[src/rtl/tmr_pkg.sv]
package tmr_pkg;

    localparam int unsigned ADDR_W    = 3;
    localparam int unsigned CTRL_W    = 4;
    localparam int unsigned NUM_FLAGS = 2;

    localparam logic [ADDR_W-1:0] ADDR_CTRL   = 3'd0;
    localparam logic [ADDR_W-1:0] ADDR_FLAGS  = 3'd1;
    localparam logic [ADDR_W-1:0] ADDR_SUB    = 3'd2;
    localparam logic [ADDR_W-1:0] ADDR_INTV   = 3'd3;
    localparam logic [ADDR_W-1:0] ADDR_CMP    = 3'd4;
    localparam logic [ADDR_W-1:0] ADDR_RELOAD = 3'd5;

    localparam int unsigned FLAG_LONG  = 0;
    localparam int unsigned FLAG_SHORT = 1;

    // bit0 run, bit1 long enable, bit2 short enable, bit3 short irq enable
    typedef struct packed {
        logic short_ie;
        logic short_en;
        logic long_en;
        logic run;
    } ctrl_t;

endpackage

[src/rtl/tmr_count.sv]
// Two-field running count: sub field steps every enabled clock,
// high field steps when the sub field wraps.
module tmr_count #(
    parameter int unsigned SUB_W = 8,
    parameter int unsigned HI_W  = 32
) (
    input  logic             clk,
    input  logic             rst_n,
    input  logic             run_i,
    input  logic             sub_we_i,
    input  logic [SUB_W-1:0] sub_wdata_i,
    input  logic             hi_we_i,
    input  logic [HI_W-1:0]  hi_wdata_i,
    output logic [SUB_W-1:0] sub_o,
    output logic [HI_W-1:0]  hi_o,
    output logic             carry_o
);

    typedef struct packed {
        logic [HI_W-1:0]  hi;
        logic [SUB_W-1:0] sub;
    } cnt_st_t;

    cnt_st_t st_d, st_q;

    always_comb begin
        st_d    = st_q;
        carry_o = run_i && (st_q.sub == '1);
        if (run_i) begin
            st_d.sub = st_q.sub + SUB_W'(1);
            if (carry_o) begin
                st_d.hi = st_q.hi + HI_W'(1);
            end
        end else begin
            if (sub_we_i) begin
                st_d.sub = sub_wdata_i;
            end
            if (hi_we_i) begin
                st_d.hi = hi_wdata_i;
            end
        end
    end

    always_ff @(posedge clk or negedge rst_n) begin
        if (!rst_n) begin
            st_q <= '0;
        end else begin
            st_q <= st_d;
        end
    end

    assign sub_o = st_q.sub;
    assign hi_o  = st_q.hi;

endmodule

[src/rtl/tmr_long_alarm.sv]
// Match alarm on the low slice of the high count field.
module tmr_long_alarm #(
    parameter int unsigned CMP_W = 20
) (
    input  logic             clk,
    input  logic             rst_n,
    input  logic             en_i,
    input  logic             cmp_we_i,
    input  logic [CMP_W-1:0] cmp_wdata_i,
    input  logic             carry_i,
    input  logic [CMP_W-1:0] hi_low_i,
    output logic [CMP_W-1:0] cmp_o,
    output logic             hit_o
);

    typedef struct packed {
        logic [CMP_W-1:0] cmp;
    } long_st_t;

    long_st_t st_d, st_q;
    logic [CMP_W-1:0] hi_low_next;

    always_comb begin
        st_d        = st_q;
        hi_low_next = hi_low_i + CMP_W'(1);
        // compare value is locked while the alarm is armed
        if (cmp_we_i && !en_i) begin
            st_d.cmp = cmp_wdata_i;
        end
        hit_o = carry_i && (hi_low_next == st_q.cmp);
    end

    always_ff @(posedge clk or negedge rst_n) begin
        if (!rst_n) begin
            st_q <= '0;
        end else begin
            st_q <= st_d;
        end
    end

    assign cmp_o = st_q.cmp;

endmodule

[src/rtl/tmr_short_alarm.sv]
// Auto-reload interval alarm: load on enable, count up, flag and reload on wrap.
module tmr_short_alarm #(
    parameter int unsigned CNT_W = 32
) (
    input  logic             clk,
    input  logic             rst_n,
    input  logic             en_i,
    input  logic             start_i,
    input  logic             tick_i,
    input  logic             rld_we_i,
    input  logic [CNT_W-1:0] rld_wdata_i,
    output logic [CNT_W-1:0] reload_o,
    output logic             wrap_o
);

    typedef struct packed {
        logic [CNT_W-1:0] cnt;
        logic [CNT_W-1:0] reload;
    } short_st_t;

    short_st_t st_d, st_q;

    always_comb begin
        st_d   = st_q;
        wrap_o = 1'b0;
        if (rld_we_i && !en_i) begin
            st_d.reload = rld_wdata_i;
        end
        if (start_i) begin
            st_d.cnt = st_q.reload;
        end else if (en_i && tick_i) begin
            if (st_q.cnt == '1) begin
                wrap_o   = 1'b1;
                st_d.cnt = st_q.reload;
            end else begin
                st_d.cnt = st_q.cnt + CNT_W'(1);
            end
        end
    end

    always_ff @(posedge clk or negedge rst_n) begin
        if (!rst_n) begin
            st_q <= '0;
        end else begin
            st_q <= st_d;
        end
    end

    assign reload_o = st_q.reload;

endmodule

[src/rtl/tmr_dual_alarm.sv]
module tmr_dual_alarm
    import tmr_pkg::*;
#(
    parameter int unsigned DATA_W  = 32,
    parameter int unsigned SUB_W   = 8,
    parameter int unsigned HI_W    = 32,
    parameter int unsigned CMP_W   = 20,
    parameter int unsigned SHORT_W = 32
) (
    input  logic              clk,
    input  logic              rst_n,
    input  logic              wr_en,
    input  logic [ADDR_W-1:0] wr_addr,
    input  logic [DATA_W-1:0] wr_data,
    input  logic [ADDR_W-1:0] rd_addr,
    output logic [DATA_W-1:0] rd_data,
    output logic              irq
);

    typedef struct packed {
        ctrl_t                ctrl;
        logic [NUM_FLAGS-1:0] flags;
    } top_st_t;

    top_st_t st_d, st_q;

    logic we_ctrl, we_flags, we_sub, we_hi, we_cmp, we_rld;
    logic ctrl_run, ctrl_long_en, ctrl_short_en, ctrl_short_ie;
    logic [NUM_FLAGS-1:0] flag_q, flag_set, flag_clr, irq_mask;
    logic short_start;

    logic [SUB_W-1:0]   sub_cnt;
    logic [HI_W-1:0]    hi_cnt;
    logic               hi_carry;
    logic               long_hit;
    logic [CMP_W-1:0]   cmp_val;
    logic [SHORT_W-1:0] reload_val;
    logic               short_wrap;

    assign ctrl_run      = st_q.ctrl.run;
    assign ctrl_long_en  = st_q.ctrl.long_en;
    assign ctrl_short_en = st_q.ctrl.short_en;
    assign ctrl_short_ie = st_q.ctrl.short_ie;
    assign flag_q        = st_q.flags;

    // write decode; count presets only while halted
    always_comb begin
        we_ctrl  = wr_en && (wr_addr == ADDR_CTRL);
        we_flags = wr_en && (wr_addr == ADDR_FLAGS);
        we_sub   = wr_en && (wr_addr == ADDR_SUB) && !ctrl_run;
        we_hi    = wr_en && (wr_addr == ADDR_INTV) && !ctrl_run;
        we_cmp   = wr_en && (wr_addr == ADDR_CMP);
        we_rld   = wr_en && (wr_addr == ADDR_RELOAD);
        short_start = we_ctrl && wr_data[2] && !ctrl_short_en;
    end

    tmr_count #(
        .SUB_W (SUB_W),
        .HI_W  (HI_W)
    ) count_i (
        .clk         (clk),
        .rst_n       (rst_n),
        .run_i       (ctrl_run),
        .sub_we_i    (we_sub),
        .sub_wdata_i (wr_data[SUB_W-1:0]),
        .hi_we_i     (we_hi),
        .hi_wdata_i  (wr_data[HI_W-1:0]),
        .sub_o       (sub_cnt),
        .hi_o        (hi_cnt),
        .carry_o     (hi_carry)
    );

    tmr_long_alarm #(
        .CMP_W (CMP_W)
    ) long_i (
        .clk         (clk),
        .rst_n       (rst_n),
        .en_i        (ctrl_long_en),
        .cmp_we_i    (we_cmp),
        .cmp_wdata_i (wr_data[CMP_W-1:0]),
        .carry_i     (hi_carry),
        .hi_low_i    (hi_cnt[CMP_W-1:0]),
        .cmp_o       (cmp_val),
        .hit_o       (long_hit)
    );

    tmr_short_alarm #(
        .CNT_W (SHORT_W)
    ) short_i (
        .clk         (clk),
        .rst_n       (rst_n),
        .en_i        (ctrl_short_en),
        .start_i     (short_start),
        .tick_i      (ctrl_run),
        .rld_we_i    (we_rld),
        .rld_wdata_i (wr_data[SHORT_W-1:0]),
        .reload_o    (reload_val),
        .wrap_o      (short_wrap)
    );

    always_comb begin
        flag_set             = '0;
        flag_set[FLAG_LONG]  = long_hit;
        flag_set[FLAG_SHORT] = short_wrap;
        flag_clr             = we_flags ? wr_data[NUM_FLAGS-1:0] : '0;
        irq_mask             = '0;
        irq_mask[FLAG_LONG]  = ctrl_long_en;
        irq_mask[FLAG_SHORT] = ctrl_short_ie;
    end

    // next state: control and flags (set beats clear)
    always_comb begin
        st_d = st_q;
        if (we_ctrl) begin
            st_d.ctrl = ctrl_t'(wr_data[CTRL_W-1:0]);
        end
        st_d.flags = (st_q.flags & ~flag_clr) | flag_set;
    end

    always_ff @(posedge clk or negedge rst_n) begin
        if (!rst_n) begin
            st_q <= '0;
        end else begin
            st_q <= st_d;
        end
    end

    assign irq = |(flag_q & irq_mask);

    always_comb begin
        case (rd_addr)
            ADDR_CTRL:   rd_data = DATA_W'(st_q.ctrl);
            ADDR_FLAGS:  rd_data = DATA_W'(flag_q);
            ADDR_SUB:    rd_data = DATA_W'(sub_cnt);
            ADDR_INTV:   rd_data = DATA_W'(hi_cnt);
            ADDR_CMP:    rd_data = DATA_W'(cmp_val);
            ADDR_RELOAD: rd_data = DATA_W'(reload_val);
            default:     rd_data = '0;
        endcase
    end

endmodule

[config.mk]
export PLATFORM = sky130hd
export DESIGN_NAME = tmr_dual_alarm
export DESIGN_NICKNAME = d
export VERILOG_FILES = /design/src/rtl/tmr_pkg.sv /design/src/rtl/tmr_count.sv /design/src/rtl/tmr_long_alarm.sv /design/src/rtl/tmr_short_alarm.sv /design/src/rtl/tmr_dual_alarm.sv
export SDC_FILE = /design/constraint.sdc
export NUM_CORES = 1
export LEC_CHECK = 0
export BUFFER_PORTS_ARGS = -buffer_cell sky130_fd_sc_hd__buf_2
export CORE_MARGIN = 4
export CORE_UTILIZATION = 62
export CTS_BUF_LIST = sky130_fd_sc_hd__clkbuf_4 sky130_fd_sc_hd__clkbuf_8
export CTS_CLUSTER_DIAMETER = 100
export CTS_CLUSTER_SIZE = 16
export DETAILED_ROUTE_END_ITERATION = 12
export PLACE_DENSITY = 0.83
export SLEW_MARGIN = 20
export SYNTH_ARGS = -nofsm -noshare
export SYNTH_HDL_FRONTEND = slang
export SYNTH_SLANG_ARGS = --single-unit
[constraint.sdc]
create_clock -name clk -period 2.9 [get_ports clk]
set_input_delay 0.145 -clock clk [delete_from_list [all_inputs] [get_ports clk]]
set_output_delay 0.145 -clock clk [all_outputs]
set_load 0.02 [all_outputs]
==> flow_metrics.py, run 1 <==
metrics = {
    "detailed_routing": {
        "routed_wl_um": 23400,
        "drt-initial-drc-count": 861,
        "drc": 0,
        "antenna_left": 0,
        "num_vias": 7577,
        "vias_per_cell": 6.62,
        "post_drt_wl_per_cell_um": 20.4,
        "firstDrtPassIters": 9,
    },
    "timing": {
        "post-route-worst-setup-slack_ns": 0.220,
        "drv_slew": 0,
        "maxSlewHeadroom": 0.248,
        "hold_violations": 0,
        "timing.final.crit_share": 0.924,
        "setup_violations": 0,
        "fin_tns_setup_ns": 0,
        "max_freq_ghz": 0.373,
        "rsz0062_at_grt": "no",
        "skew_ns": 0.0102,
        "post-route-min-period_ns": 2.68,
        "worstMarginPinSlew_ns": 1.13,
    },
    "floorplan": {
        "die_h_um": 121,
        "die_w_um": 121,
        "die-area_mm2": 0.0147,
        "initial_core_util": 0.631,
        "rows": 41,
        "core_area_mm2": 0.0126,
        "io-pin-count": 74,
    },
    "cts": {
        "cts_tree": "yes",
        "cts_made_buffers": 17,
        "clockRootBuffer": "clkbuf_8",
        "clockBufferDepth": 2,
        "path_clk_slew_ns": 0.07,
        "cts_sinks": 130,
        "clk_latency_ns": 0.46,
        "cts_max_level": 4,
    },
    "power_and_ir_drop": {
        "power_density_mw_per_mm2": 707,
        "finalPower_w": 0.00655,
        "ir_worst_vdd_mv": 0.600,
        "p_leak_nw": 3.92,
    },
    "global_routing": {
        "grt.total_usage": 0.324,
        "busiest_layer": "met2",
        "grt_max_degree": 82,
        "grt_pass1_wl_um": 37500,
        "gr-usage-met3": 0.0653,
        "gr-usage-met2": 0.498,
        "antenna_found_initial": 0,
        "grt_pass1_vias": 7085,
        "met1_usage": 0.459,
        "overflow": 0,
    },
    "synthesis": {
        "ys.flop_type": "dfrtp_1",
        "syn_nets": 912,
        "avgSynthCellArea_um2": 9.17,
        "post_synth_instance_area_mm2": 0.00796,
        "synth_cell_types": 71,
        "synth_top_area_frac": 0.409,
        "synth_edf_count": 0,
        "ys_seq_area_frac": 0.409,
        "ys_top_cells_by_area": "dfrtp_1, mux2_2, mux2i_1, a21oi_1, nand2_1",
        "ys_ff_latch": 130,
        "ys_async_sr_fraction": 1.00,
        "synth_warnings": 0,
        "synth_top_cell_by_area": "dfrtp_1",
        "postSynthCellCount": 868,
    },
    "place": {
        "dp.cells": 1083,
        "numPortBuffers": 73,
        "gp_congestion": 0.904,
        "post-place-ws_ns": 0.199,
        "placed_area_mm2": 0.00854,
        "place_hpwl_um": 15700,
    },
    "layout": {
        "multi_input_area_mm2": 0.00443,
        "antenna_cells": 0,
        "nets": 1004,
        "stdcell_area_mm2": 0.00926,
        "stdcell_count": 1144,
        "syn_to_final_growth_pct": 16.3,
        "fillers": 941,
        "seq_area_mm2": 0.00325,
        "drive_above_1_share": 0.218,
    },
    "worst_setup_path": {
        "arrival_ns": 3.02,
        "slowest_delay_ns": 0.70,
        "cp-end-kind": "flop",
        "critPathKind": "flop to flop",
        "critPathTopFamily": "simple AND/OR/NAND/NOR gates",
        "path_max_fanout": 20,
        "startpoint_type": "flop",
        "critPathSlowestCell": "or4_4",
        "critPathMostFrequentCell": "or4_4",
        "crit_buf_inv": 0,
        "path_cells": "ha_1 -> nand3_1 -> or4_4 -> or4_4 -> a21oi_1 -> a41oi_1 -> o22a_1",
        "regToRegSetupSlack_ns": 0.22,
        "crit_required_ns": 3.24,
    },
    "run": {
        "drv_cap": 0,
    },
    "outcome": {
        "status": "complete, no violations",
    },
    "worst_hold_path": {
        "hold_class": "primary input to flop",
    },
}
==> flip-flops by register name (all words and copies together), names as in the netlist <==
register and cells:
long_i.cmp_o 20, ctrl_short_en 1, ctrl_run 1, count_i.sub_o 8, short_i.reload_o 32, ctrl_short_ie 1, flag_q 2, short_i.st_q 32
ctrl_long_en 1, count_i.hi_o 32
==> synthesized netlist by cell type, types with 18 or more instances <==
library cell,instances
nor2b_1,18
nand3_1,51
mux2_2,58
dfrtp_1,130
xnor2_1,25
nand2_1,84
clkbuf_1,50
o22ai_1,36
a21oi_1,66
mux2i_1,38
o21ai_0,50
nor2_1,44
==> metal layers <==
layer	vias up	wire length, um
met1	3680	9590
li1	3427	-
met2	409	11000
met5	-	0
met3	61	2100
met4	0	672
==> area by class of cell <==
cell class              count  share of cell area
multi-input cells         666               0.478
clock buffers              19              0.0269
flip-flops and latches    130               0.351
well taps                 172              0.0232
clock inverters            12              0.0178
repair buffers            132              0.0974
inverters                  13             0.00527
==> kinds of logic (layout without fill, tap and decap cells) <==
family | Yosys count | in the layout | share of synthesized area
XOR/XNOR | 35 | 35 | 0.0385
adder cells (fa/ha/maj) | 3 | 3 | 0.00472
AO/OA/AOI/OAI | 236 | 236 | 0.187
buffers and inverters | 72 | 176 | 0.0366
multiplexers | 97 | 97 | 0.133
AND/OR/NAND/NOR | 295 | 295 | 0.192
flip-flops | 130 | 130 | 0.409
==> power by group <==
part	internal [W]	total [W]	switching [W]
clock	0.000939	0.00165	0.000711
combinational	0.000876	0.00186	0.000979
sequential	0.00232	0.00304	0.000720
==> what timing repair did <==
| item | CTS | global route |
|---|---|---|
| endpoints found under the setup margin | 0 | 6 |
| hold endpoints to repair | 127 | 0 |
| resized for setup | 0 | 1 |
| hold buffers | 30 | 0 |
| buffers inserted | 0 | 0 |
==> cells in the final DEF (no fill, tap or decap), types with 17 or more instances in the layout <==
| cell type | synthesis | routed |
|---|---|---|
| nor2_1 | 44 | 44 |
| mux2i_1 | 38 | 38 |
| nand2_1 | 84 | 83 |
| o21ai_0 | 50 | 50 |
| buf_4 | 0 | 28 |
| nand4_1 | 17 | 17 |
| a21oi_1 | 66 | 66 |
| clkbuf_8 | 0 | 17 |
| xnor2_1 | 25 | 25 |
| dlygate4sd3_1 | 0 | 30 |
| buf_2 | 5 | 72 |
| mux2_2 | 58 | 58 |
| nand3_1 | 51 | 51 |
| dfrtp_1 | 130 | 129 |
| nor2b_1 | 18 | 18 |
| o22ai_1 | 36 | 36 |
==> worst paths after layout <==
path,start,cells after the start,to
max,short_i.st_q[32],7,short_i.st_q[55]
min,wr_data[1],4,flag_q[1]
max reg2reg,short_i.st_q[32],7,short_i.st_q[55]
min reg2reg,flag_q[1],2,flag_q[1]
max in group asynchronous,rst_n,3,count_i.hi_o[26]
min in group asynchronous,rst_n,2,ctrl_run
==> metrics by stage <==
stage,hold slack (ns),utilization
floorplan,-0.151,-
global placement,0.250,0.677
detailed placement,0.245,0.677
CTS,0.0164,0.734
global route,0.0234,0.734
finish,0.0354,0.734
==> worst min-delay path, stage by stage <==
cell and delay (ns):
buf_2 0.14, nand2_1 0.07, nand2_1 0.05, nand2_1 0.05
Power figures use the tool's default switching activity.
==> run 2: changes to the inputs <==
--- a/config.mk
+++ b/config.mk
@@ -7,12 +7,12 @@
 export LEC_CHECK = 0
 export BUFFER_PORTS_ARGS = -buffer_cell sky130_fd_sc_hd__buf_2
 export CORE_MARGIN = 4
-export CORE_UTILIZATION = 62
+export CORE_UTILIZATION = 55
 export CTS_BUF_LIST = sky130_fd_sc_hd__clkbuf_4 sky130_fd_sc_hd__clkbuf_8
 export CTS_CLUSTER_DIAMETER = 100
 export CTS_CLUSTER_SIZE = 16
 export DETAILED_ROUTE_END_ITERATION = 12
-export PLACE_DENSITY = 0.83
+export PLACE_DENSITY = 0.75
 export SLEW_MARGIN = 20
 export SYNTH_ARGS = -nofsm -noshare
 export SYNTH_HDL_FRONTEND = slang
==> run 2 against run 1 <==
First-iteration DRC count is 26% lower. Die area rose by 12%. Clock skew increased by 0.0035 ns. Via count shrank 3.5%. Worst hold slack lost 0.015 ns. Non-clock buffer count grew 3. Worst setup slack gained 0.038 ns. Register-to-register slack better by 0.04 ns. Sequential share of layout area up 0.076 points. Critical path type unchanged. Critical endpoint is now short_i.st_q[61].
==> flow_metrics.py, run 2 (synthesized netlist as in run 1, its figures left out) <==
metrics = {
    "cts": {
        "clockRootBuffer": "clkbuf_8",
        "clk_latency_ns": 0.45,
        "cts_tree": "yes",
        "path_clk_slew_ns": 0.07,
        "cts_resized": 0,
        "cts_max_level": 4,
        "cts_setup_buffers": 0,
        "cts_made_buffers": 17,
        "cts_sinks": 130,
        "clockBufferDepth": 2,
    },
    "place": {
        "gp_congestion": 0.939,
        "dp.cells": 1094,
        "place_hpwl_um": 15800,
        "numPortBuffers": 73,
        "placed_area_mm2": 0.00859,
        "post-place-ws_ns": 0.186,
    },
    "power_and_ir_drop": {
        "ir_worst_vdd_mv": 0.373,
        "p_leak_nw": 3.92,
        "power_density_mw_per_mm2": 680,
    },
    "layout": {
        "stdcell_count": 1153,
        "antenna_cells": 0,
        "nets": 1007,
        "final_cell_mix": "dfrtp_1, nand2_1, buf_2",
        "mostFrequentLayoutCell": "dfrtp_1",
        "syn_to_final_growth_pct": 16.1,
        "drive_above_1_share": 0.219,
        "stdcell_area_mm2": 0.00924,
        "fillers": 1176,
    },
    "timing": {
        "fin_tns_setup_ns": 0,
        "setup_violations": 0,
        "drv_slew": 0,
        "max_freq_ghz": 0.378,
        "maxSlewHeadroom": 0.321,
        "fin_hold_ws_ns": 0.0204,
        "post-route-worst-setup-slack_ns": 0.258,
        "worstMarginPinSlew_ns": 1.02,
        "post-route-min-period_ns": 2.64,
        "timing.final.crit_share": 0.911,
        "skew_ns": 0.0137,
        "rsz0062_at_grt": "no",
        "hold_violations": 0,
    },
    "floorplan": {
        "die_h_um": 128,
        "die-area_mm2": 0.0165,
        "die_w_um": 128,
        "rows": 43,
        "initial_core_util": 0.567,
        "core_area_mm2": 0.0140,
        "io-pin-count": 74,
    },
    "outcome": {
        "status": "complete, no violations",
    },
    "global_routing": {
        "antenna_found_initial": 0,
        "grt.total_usage": 0.291,
        "grt_pass1_vias": 7022,
        "overflow": 0,
        "grt_max_degree": 71,
        "grt_pass1_wl_um": 37800,
    },
    "worst_setup_path": {
        "timing.rr.start": "short_i.st_q[32]",
        "path_max_fanout": 15,
        "reg2reg_to": "short_i.st_q[61]",
        "critPathTopFamily": "simple AND/OR/NAND/NOR gates",
        "arrival_ns": 3.03,
        "slowest_delay_ns": 0.55,
        "crit_buf_inv": 0,
        "crit_cells": 7,
        "critPathSlowestCell": "or4_4",
        "path_cells": "ha_1 -> nand3_1 -> or4_4 -> or4_4 -> nand2_1 -> o21a_1 -> o2bb2a_1",
        "critPathMostFrequentCell": "or4_4",
        "reg2regPathDepth": 7,
        "regToRegSetupSlack_ns": 0.26,
        "startpoint_type": "flop",
        "critPathKind": "flop to flop",
        "crit_required_ns": 3.29,
        "cp-end-kind": "flop",
    },
    "worst_hold_path": {
        "min_from": "wr_data[2]",
        "hold_class": "primary input to flop",
        "whs_path_depth": 3,
        "whs_endpoint": "count_i.sub_o[2]",
    },
    "run": {
        "drv_cap": 0,
    },
    "detailed_routing": {
        "num_vias": 7315,
        "post_drt_wl_per_cell_um": 19.8,
        "vias_per_cell": 6.34,
        "antenna_left": 0,
        "routed_wl_um": 22900,
        "drt-initial-drc-count": 634,
        "firstDrtPassIters": 5,
        "drc": 0,
    },
}
## run 2: cell count changes in the layout (fill, tap and decap cells not counted), sizes merged
cell	change
clkbuf	+3
clkinvlp	-2
buf	+3
bufinv	-3
## run 2: how the worst max path moves through the flow
stage,end,startpoint,slack (ns)
after global placement,short_i.st_q[35],short_i.st_q[32],0.23
after detailed placement,short_i.st_q[33],short_i.st_q[32],0.19
after CTS,short_i.st_q[33],short_i.st_q[32],0.17
after floorplan,short_i.st_q[45],short_i.st_q[32],0.47
final,short_i.st_q[61],short_i.st_q[32],0.26
after global routing,short_i.st_q[35],short_i.st_q[32],0.1
## run 2: timing repair
item                                    in CTS  in global routing
hold endpoints to repair                   118                  0
endpoints found under the setup margin       0                  3
hold buffers                                30                  0
## run 2: metal layers
| metal | vias to the layer above | GRT usage | routed length [um] |
|---|---|---|---|
| met5 | - | 0 | 0 |
| met4 | 0 | 0.0818 | 458 |
| met1 | 3553 | 0.426 | 10000 |
| met3 | 34 | 0.0738 | 1900 |
| met2 | 303 | 0.431 | 10500 |
| li1 | 3425 | - | - |
## run 2: power breakdown
group	internal (W)	switching, W
registers	0.00232	0.000672
logic	0.000884	0.000989
clock network	0.000740	0.000678
total	0.00395	0.00234
## run 2: metrics by stage
stage | util | total power (W)
6_report | 0.658 | 0.00628
5_1_grt | 0.658 | 0.00667
4_1_cts | 0.658 | 0.00626
3_5_place_dp | 0.612 | 0.00480
3_3_place_gp | 0.612 | 0.00475
2_1_floorplan | - | 0.00416
## run 2: cell type report
cell class / count / area [um2] / share of cell area
multi-input cells: 666 / 4430 / 0.479
flip-flops and latches: 130 / 3250 / 0.352
repair buffers: 135 / 937 / 0.101
clock buffers: 22 / 290 / 0.0314
well taps: 180 / 225 / 0.0244
clock inverters: 7 / 60.1 / 0.00650
inverters: 13 / 48.8 / 0.00528
## run 2: worst register-to-register path, stage by stage (launching register included)
cell and delay [ns]:
dfrtp_1 0.42, ha_1 0.26, nand3_1 0.17, or4_4 0.55
or4_4 0.55, nand2_1 0.32, o21a_1 0.17, o2bb2a_1 0.14
